==> src/rtl/gpio_os_pkg.sv <==
// Package: shared register addresses and pulse-length arithmetic for the
// GPIO output stage. Assumes a 3-bit register address space.
package gpio_os_pkg;

    typedef enum logic [2:0] {
        SEL_PIN   = 3'd0,
        SEL_DATA  = 3'd1,
        SEL_POL   = 3'd2,
        SEL_DIR   = 3'd3,
        SEL_STYLE = 3'd4,
        SEL_PAD   = 3'd5,
        SEL_CAPT  = 3'd6,
        SEL_NONE  = 3'd7
    } reg_sel_e;

    // Pulse length in cycles, never below one.
    function automatic int pulse_cycles(input int clk_hz, input int width_ns);
        longint cyc;
        cyc = (longint'(clk_hz) * longint'(width_ns)) / 64'd1_000_000_000;
        return (cyc < 1) ? 1 : int'(cyc);
    endfunction

endpackage

==> src/rtl/gpio_os_regs.sv <==
// Module: register file of the GPIO output stage. It holds the data, polarity,
// direction, style and pad-type registers and the reset-time pin capture,
// decodes writes, produces pulse triggers and muxes the readback.
// Assumes: one write per cycle; readback is combinational.
module gpio_os_regs
    import gpio_os_pkg::*;
#(
    parameter int WIDTH = 8
) (
    input  logic             clk,
    input  logic             rst_n,
    input  logic             wr_en,
    input  logic [2:0]       wr_addr,
    input  logic [WIDTH-1:0] wr_data,
    input  logic [2:0]       rd_addr,
    input  logic [WIDTH-1:0] pin_in,
    input  logic [WIDTH-1:0] pulse_done,
    output logic [WIDTH-1:0] data_q,
    output logic [WIDTH-1:0] pol_q,
    output logic [WIDTH-1:0] dir_q,
    output logic [WIDTH-1:0] style_q,
    output logic [WIDTH-1:0] pad_q,
    output logic [WIDTH-1:0] trig,
    output logic [WIDTH-1:0] rd_data
);

    logic [WIDTH-1:0] capt_q;
    logic             wr_data_sel;

    assign wr_data_sel = wr_en && (wr_addr == SEL_DATA);

    // Pulse trigger: a written 1 on a bit that is in pulse style.
    assign trig = wr_data_sel ? (wr_data & style_q) : '0;

    // Configuration registers with their reset values.
    always_ff @(posedge clk) begin
        if (!rst_n) begin
            pol_q   <= '0;
            dir_q   <= '1;
            style_q <= '0;
            pad_q   <= '0;
        end else if (wr_en) begin
            case (reg_sel_e'(wr_addr))
                SEL_POL:   pol_q   <= wr_data;
                SEL_DIR:   dir_q   <= wr_data;
                SEL_STYLE: style_q <= wr_data;
                SEL_PAD:   pad_q   <= wr_data;
                default:   ;
            endcase
        end
    end

    // Capture of pin levels on every edge while reset is held.
    always_ff @(posedge clk) begin
        if (!rst_n) capt_q <= pin_in;
    end

    genvar gi;
    generate
        for (gi = 0; gi < WIDTH; gi++) begin : g_data
            // Data bit: plain store in level style; set-on-1, self-clear in pulse style.
            always_ff @(posedge clk) begin
                if (!rst_n) begin
                    data_q[gi] <= 1'b0;
                end else if (wr_data_sel && (!style_q[gi] || wr_data[gi])) begin
                    data_q[gi] <= wr_data[gi];
                end else if (pulse_done[gi]) begin
                    data_q[gi] <= 1'b0;
                end
            end

            a_r6_self_clear: assert property (@(posedge clk) disable iff (!rst_n)
                (pulse_done[gi] && !trig[gi]) |=> !data_q[gi]);
        end
    endgenerate

    // Readback multiplexer.
    always_comb begin
        case (reg_sel_e'(rd_addr))
            SEL_PIN:   rd_data = pin_in;
            SEL_DATA:  rd_data = data_q;
            SEL_POL:   rd_data = pol_q;
            SEL_DIR:   rd_data = dir_q;
            SEL_STYLE: rd_data = style_q;
            SEL_PAD:   rd_data = pad_q;
            SEL_CAPT:  rd_data = capt_q;
            default:   rd_data = '0;
        endcase
    end

    a_r1_reset_values: assert property (@(posedge clk)
        !rst_n |=> (dir_q == '1 && data_q == '0 && pol_q == '0 &&
                    style_q == '0 && pad_q == '0));

    a_r10_capture_held: assert property (@(posedge clk) disable iff (!rst_n)
        1'b1 |=> $stable(capt_q));

endmodule

==> src/rtl/gpio_os_pulse.sv <==
// Module: per-bit pulse timers. A trigger loads the full length; the timer
// counts down to zero, freezes in low power, and is cleared when its bit
// leaves pulse style. Assumes PULSE_CYC >= 1.
module gpio_os_pulse #(
    parameter int WIDTH     = 8,
    parameter int PULSE_CYC = 50
) (
    input  logic             clk,
    input  logic             rst_n,
    input  logic             low_power,
    input  logic [WIDTH-1:0] trig,
    input  logic [WIDTH-1:0] style_q,
    output logic [WIDTH-1:0] active,
    output logic [WIDTH-1:0] done
);

    localparam int CW = $clog2(PULSE_CYC + 1);
    localparam logic [CW-1:0] FULL = CW'(PULSE_CYC);

    genvar gi;
    generate
        for (gi = 0; gi < WIDTH; gi++) begin : g_bit
            logic [CW-1:0] cnt_q;

            // Down-counter holding the remaining pulse cycles.
            always_ff @(posedge clk) begin
                if (!rst_n) begin
                    cnt_q <= '0;
                end else if (trig[gi]) begin
                    cnt_q <= FULL;
                end else if (!style_q[gi]) begin
                    cnt_q <= '0;
                end else if (!low_power && cnt_q != '0) begin
                    cnt_q <= cnt_q - 1'b1;
                end
            end

            assign active[gi] = (cnt_q != '0) && !low_power;
            assign done[gi]   = (cnt_q == CW'(1)) && style_q[gi] && !low_power && !trig[gi];

            a_r5_count_bound: assert property (@(posedge clk) disable iff (!rst_n)
                cnt_q <= FULL);
            a_r7_retrigger_full: assert property (@(posedge clk) disable iff (!rst_n)
                trig[gi] |=> cnt_q == FULL);
            a_r11_frozen: assert property (@(posedge clk) disable iff (!rst_n)
                (low_power && !trig[gi] && style_q[gi]) |=> $stable(cnt_q));
        end
    endgenerate

endmodule

==> src/rtl/gpio_os_drive.sv <==
// Module: combinational pad driver per bit. It picks the logic level from
// level or pulse style, applies polarity, then maps it onto push-pull or
// emulated open-drain. Undriven bits present 0 on pad_out.
module gpio_os_drive #(
    parameter int WIDTH = 8
) (
    input  logic [WIDTH-1:0] data_q,
    input  logic [WIDTH-1:0] pol_q,
    input  logic [WIDTH-1:0] dir_q,
    input  logic [WIDTH-1:0] style_q,
    input  logic [WIDTH-1:0] pad_q,
    input  logic [WIDTH-1:0] active,
    output logic [WIDTH-1:0] pad_out,
    output logic [WIDTH-1:0] pad_oe
);

    genvar gi;
    generate
        for (gi = 0; gi < WIDTH; gi++) begin : g_bit
            logic lvl;
            // Logic level of the bit before pad mapping.
            always_comb begin
                lvl = style_q[gi] ? (pol_q[gi] ^ active[gi]) : (pol_q[gi] ^ data_q[gi]);
            end
            // Pad mapping: push-pull drives both levels, open-drain only low.
            always_comb begin
                pad_oe[gi]  = !dir_q[gi] && (pad_q[gi] || !lvl);
                pad_out[gi] = !dir_q[gi] && pad_q[gi] && lvl;
            end
        end
    endgenerate

endmodule

==> src/rtl/gpio_out_stage.sv <==
// Module: top of the configurable GPIO output stage. It joins the register
// file, pulse timers and pad driver. Assumes clk runs at CLK_HZ.
module gpio_out_stage
    import gpio_os_pkg::*;
#(
    parameter int WIDTH    = 8,
    parameter int CLK_HZ   = 100_000_000,
    parameter int PULSE_NS = 500
) (
    input  logic             clk,
    input  logic             rst_n,
    input  logic             low_power,
    input  logic             wr_en,
    input  logic [2:0]       wr_addr,
    input  logic [WIDTH-1:0] wr_data,
    input  logic [2:0]       rd_addr,
    output logic [WIDTH-1:0] rd_data,
    input  logic [WIDTH-1:0] pin_in,
    output logic [WIDTH-1:0] pad_out,
    output logic [WIDTH-1:0] pad_oe
);

    localparam int PULSE_CYC = pulse_cycles(CLK_HZ, PULSE_NS);

    logic [WIDTH-1:0] data_q, pol_q, dir_q, style_q, pad_q;
    logic [WIDTH-1:0] trig, active, done;

    gpio_os_regs #(.WIDTH(WIDTH)) u_regs (
        .clk(clk), .rst_n(rst_n), .wr_en(wr_en), .wr_addr(wr_addr),
        .wr_data(wr_data), .rd_addr(rd_addr), .pin_in(pin_in),
        .pulse_done(done), .data_q(data_q), .pol_q(pol_q), .dir_q(dir_q),
        .style_q(style_q), .pad_q(pad_q), .trig(trig), .rd_data(rd_data)
    );

    gpio_os_pulse #(.WIDTH(WIDTH), .PULSE_CYC(PULSE_CYC)) u_pulse (
        .clk(clk), .rst_n(rst_n), .low_power(low_power), .trig(trig),
        .style_q(style_q), .active(active), .done(done)
    );

    gpio_os_drive #(.WIDTH(WIDTH)) u_drive (
        .data_q(data_q), .pol_q(pol_q), .dir_q(dir_q), .style_q(style_q),
        .pad_q(pad_q), .active(active), .pad_out(pad_out), .pad_oe(pad_oe)
    );

    a_r2_input_released: assert property (@(posedge clk) disable iff (!rst_n)
        (pad_oe & dir_q) == '0);
    a_r4_od_never_high: assert property (@(posedge clk) disable iff (!rst_n)
        (pad_out & ~pad_q) == '0);
    a_r11_idle_in_low_power: assert property (@(posedge clk) disable iff (!rst_n)
        low_power |-> ((pad_out & style_q & pad_q & ~dir_q) == (pol_q & style_q & pad_q & ~dir_q)));

endmodule

==> config.mk <==
export PLATFORM = sky130hd
export DESIGN_NAME = gpio_out_stage
export DESIGN_NICKNAME = d
export VERILOG_FILES = /design/src/rtl/gpio_os_pkg.sv /design/src/rtl/gpio_os_regs.sv /design/src/rtl/gpio_os_pulse.sv /design/src/rtl/gpio_os_drive.sv /design/src/rtl/gpio_out_stage.sv
export SDC_FILE = /design/constraint.sdc
export NUM_CORES = 1
export LEC_CHECK = 0
export BUFFER_PORTS_ARGS = -buffer_cell sky130_fd_sc_hd__buf_4
export CORE_MARGIN = 2
export CORE_UTILIZATION = 55
export DETAILED_ROUTE_END_ITERATION = 6
export HOLD_SLACK_MARGIN = 0.06
export PLACE_DENSITY_LB_ADDON = 0.08
export SETUP_SLACK_MARGIN = 0.2
export SYNTH_ARGS = -nofsm -noshare
export SYNTH_HDL_FRONTEND = slang
export SYNTH_SLANG_ARGS = --single-unit
==> constraint.sdc <==
create_clock -name clk -period 3.4 [get_ports clk]
set_input_delay 0.17 -clock clk [delete_from_list [all_inputs] [get_ports clk]]
set_output_delay 0.17 -clock clk [all_outputs]
set_load 0.02 [all_outputs]
==> metrics.md <==
| Metric | Value |
|---|---|
| Area grow syn2layout | 12.95% |
| Non-Filler Instances | 788 |
| Clock skew | 0.008318 ns |
| Top Ports | 50 |
| Status | finished clean |
| Post-Synthesis Cells | 608 |
| Die Ht | 102.8 um |
| Netlist cell types | 63 |
| DP HPWL | 8829 um |
| Num CTS Buffers | 9 |
| WP buf/inv | 2 |
| WS Path Type | reg -> out |
| Critical path's largest stage delay | 0.43 ns |
| Crit Path Max Fanout | 5 |
| Commonest cells post-synth | 88 x dfxtp_1, 72 x a21oi_1, 72 x nand2_1, 59 x nor2_1, 31 x inv_1 |
| Worst-path clk slew | 0.10 ns |
| TNS Setup | 0 ns |
| CP arrival | 2.28 ns |
| GRT Total Usage | 0.2483 |
| Placed inst area | 0.005791 mm2 |
| Critical Path RT | 3.23 ns |
| Register bit count reported by yosys | 96 |
| Most used DFF post-synth | dfxtp_1 |
| Gr ovfl total | 0 |
| Leak Pwr | 2.215 nW |
| Post-route minimum period | 2.453 ns |
| Number of enable flip-flop cells after synthesis | 8 |
| WL/cell | 15.92 um |
| Avg Vias per Cell | 5.747 |
| Starting density of the core | 0.5575 |
| Detailed Route Iter0 Violations | 223 |
| Vias in the first global route | 4,285 |
| Initial antenna violation count | 0 |
| Clock sink total | 96 |
| Final setup fails | 0 |
| Total of max-cap violations | 0 |
| Post-synth top area share | 0.3278 |
| Routed Antenna Nets | 0 |
| Nets | 695 |
| Fmax | 407.7 MHz |
| Slowest-stage cell, CP | dfxtp_1 |
| Layout cells sized above 1 | 0.1756 |
| GP Congestion | 0.8647 |
| Vias | 4,529 |
| Crit end category | output port |
| Worst-case clock buffer depth | 2 |
| Final instance area | 0.006070 mm2 |
| Die area | 0.01058 mm2 |
| Crit-path cells | inv_1, ha_1, nor4b_4, a311oi_1, xor2_1, nor3b_2, buf_4 |
| Largest net degree at the start of global routing | 42 |
| Sequential share of the synthesized area | 0.3725 |
| CTS tree | built |
| Htree depth | 3 |
| Synthesized area per cell | 8.839 um2 |
| Power Dens Cells | 352.6 mW/mm2 |
| Cells after DPL | 764 |
| VDD IR max | 0.2081 mV |
| Period utilization | 0.7214 |
| Post-synth top area cell | dfxtp_1 |
| Die width | 102.8 um |
| YS warnings | 0 |
| Mapped Nets | 653 |
| # port buffers | 49 |
| Ys async rst share | 0 |
| Final hold viol count | 0 |
| Critical Path Start Type | flip-flop |
| Unrepaired setup endpoints after global routing | no |
| Max-slew headroom | 0.5098 |
| Root Buffer | clkbuf_8 |
| Number of remaining DRC errors | 0 |
| CP delay by family, top | flip-flops |
| Synth top area cells | dfxtp_1 33%, a21oi_1 6.7%, nand2_1 5.0% |
| Final wirelength | 12,540 um |
| Final hold slack | 0.06199 ns |
| HP Class | in -> reg |
| Max Slew Vio Count | 0 |
| Most frequent cell after synthesis | dfxtp_1 |
| First-pass GRT wire length | 20,510 um |
| Worst-margin pin slew | 0.7321 ns |
| Syn Std Cell Area | 0.005374 mm2 |
| Ant. Diodes | 0 |
| Core Box Area | 0.009639 mm2 |
| Initial DRT Pass Iterations | 5 |
| FP Rows | 36 |
| Worst-Skew Late Latency | 0.36 ns |
## layer usage
metal	vias to the layer above	track usage	part of all wire
met3	14	0.04610	0.064
li1	2242	-	-
met1	2142	0.3349	0.45
met2	131	0.4113	0.47
met4	0	0.06883	0.012
met5	-	0	0
## final cells by class
| type | instances | area [um2] |
|---|---|---|
| Sequential cell | 96 | 2002 |
| Tap cell | 133 | 166.4 |
| Timing Repair Buffer | 59 | 462.9 |
| Fill cell | 857 | 3570 |
| Multi-Input combinational cell | 452 | 3119 |
| Clock buffer | 11 | 162.7 |
| Clock inverter | 5 | 36.28 |
| Inverter | 32 | 120.1 |
## final timing paths
kind              cells past startpoint                                   start  slack, ns                                endpoint
hold / removal                        3                              wr_data[0]       0.06            u_regs.dir_q[0]$_SDFFE_PN1P_
setup reg to reg                      6  u_pulse.g_bit[0].cnt_q[0]$_SDFFE_PP0P_       1.60  u_pulse.g_bit[0].cnt_q[1]$_SDFFE_PN0P_
hold reg to reg                       2            u_regs.pad_q[6]$_SDFFE_PN0P_       0.48            u_regs.pad_q[6]$_SDFFE_PN0P_
setup / recovery                      7  u_pulse.g_bit[4].cnt_q[0]$_SDFFE_PP0N_       0.95                              pad_out[4]
## cells by family after synthesis
logic type               Yosys count  synth area share
AND/OR/NAND/NOR                  239            0.2482
AO/OA/AOI/OAI                    131            0.1544
flip-flops                        96            0.3725
buffers and inverters             60           0.04819
multiplexers                      41           0.09662
XOR/XNOR                          22           0.03585
adder cells (fa/ha/maj)           19           0.04424
## flip-flops by register name, indices dropped and copies added, names as in the netlist
signal / cells
u_pulse.g_bit.cnt_q: 48
u_regs.capt_q: 8
u_regs.data_q: 8
u_regs.dir_q: 8
u_regs.pad_q: 8
u_regs.pol_q: 8
u_regs.style_q: 8
## stage by stage
stage / setup slack, ns / total power, mW / util
2_1_floorplan: 1.546 / 1.337 / -
3_3_place_gp: 1.463 / 1.414 / 0.6007
3_5_place_dp: 1.401 / 1.418 / 0.6007
4_1_cts: 0.9839 / 2.158 / 0.6297
5_1_grt: 0.8336 / 2.231 / 0.6297
6_report: 0.9473 / 2.140 / 0.6297
## worst min-delay path: stages
cell	delay (ns)
buf_4	0.11
nand2_1	0.05
nand3_1	0.06
## repair_timing
action	CTS	global route
resized for setup	0	0
hold endpoints to repair	8	0
hold buffers	8	0
setup endpoints to repair	0	0
buffers inserted	0	0
## power by group
part           internal (mW)  switching (mW)  leakage, nW  total (mW)
combinational         0.0951           0.131         1.32       0.226
clock                  0.334           0.405        0.101       0.739
sequential              1.16          0.0162        0.789        1.17
total                   1.59           0.553         2.21        2.14
## cell usage in the layout, fill, tap and decap left out, types with 8 or more instances in the layout
master          n
a21oi_1        72
nor3_1         10
o211ai_1        8
xnor2_1        17
inv_1          31
edfxtp_1        8
dlygate4sd3_1   8
dfxtp_1        88
a21oi_2         8
a31oi_1         8
nor2b_1        11
buf_4          51
nand2_1        72
clkbuf_8       10
ha_1           19
nor2_1         59
mux2i_1        26
nand3_1        20
Note: power is estimated with default switching activity, not from simulation.
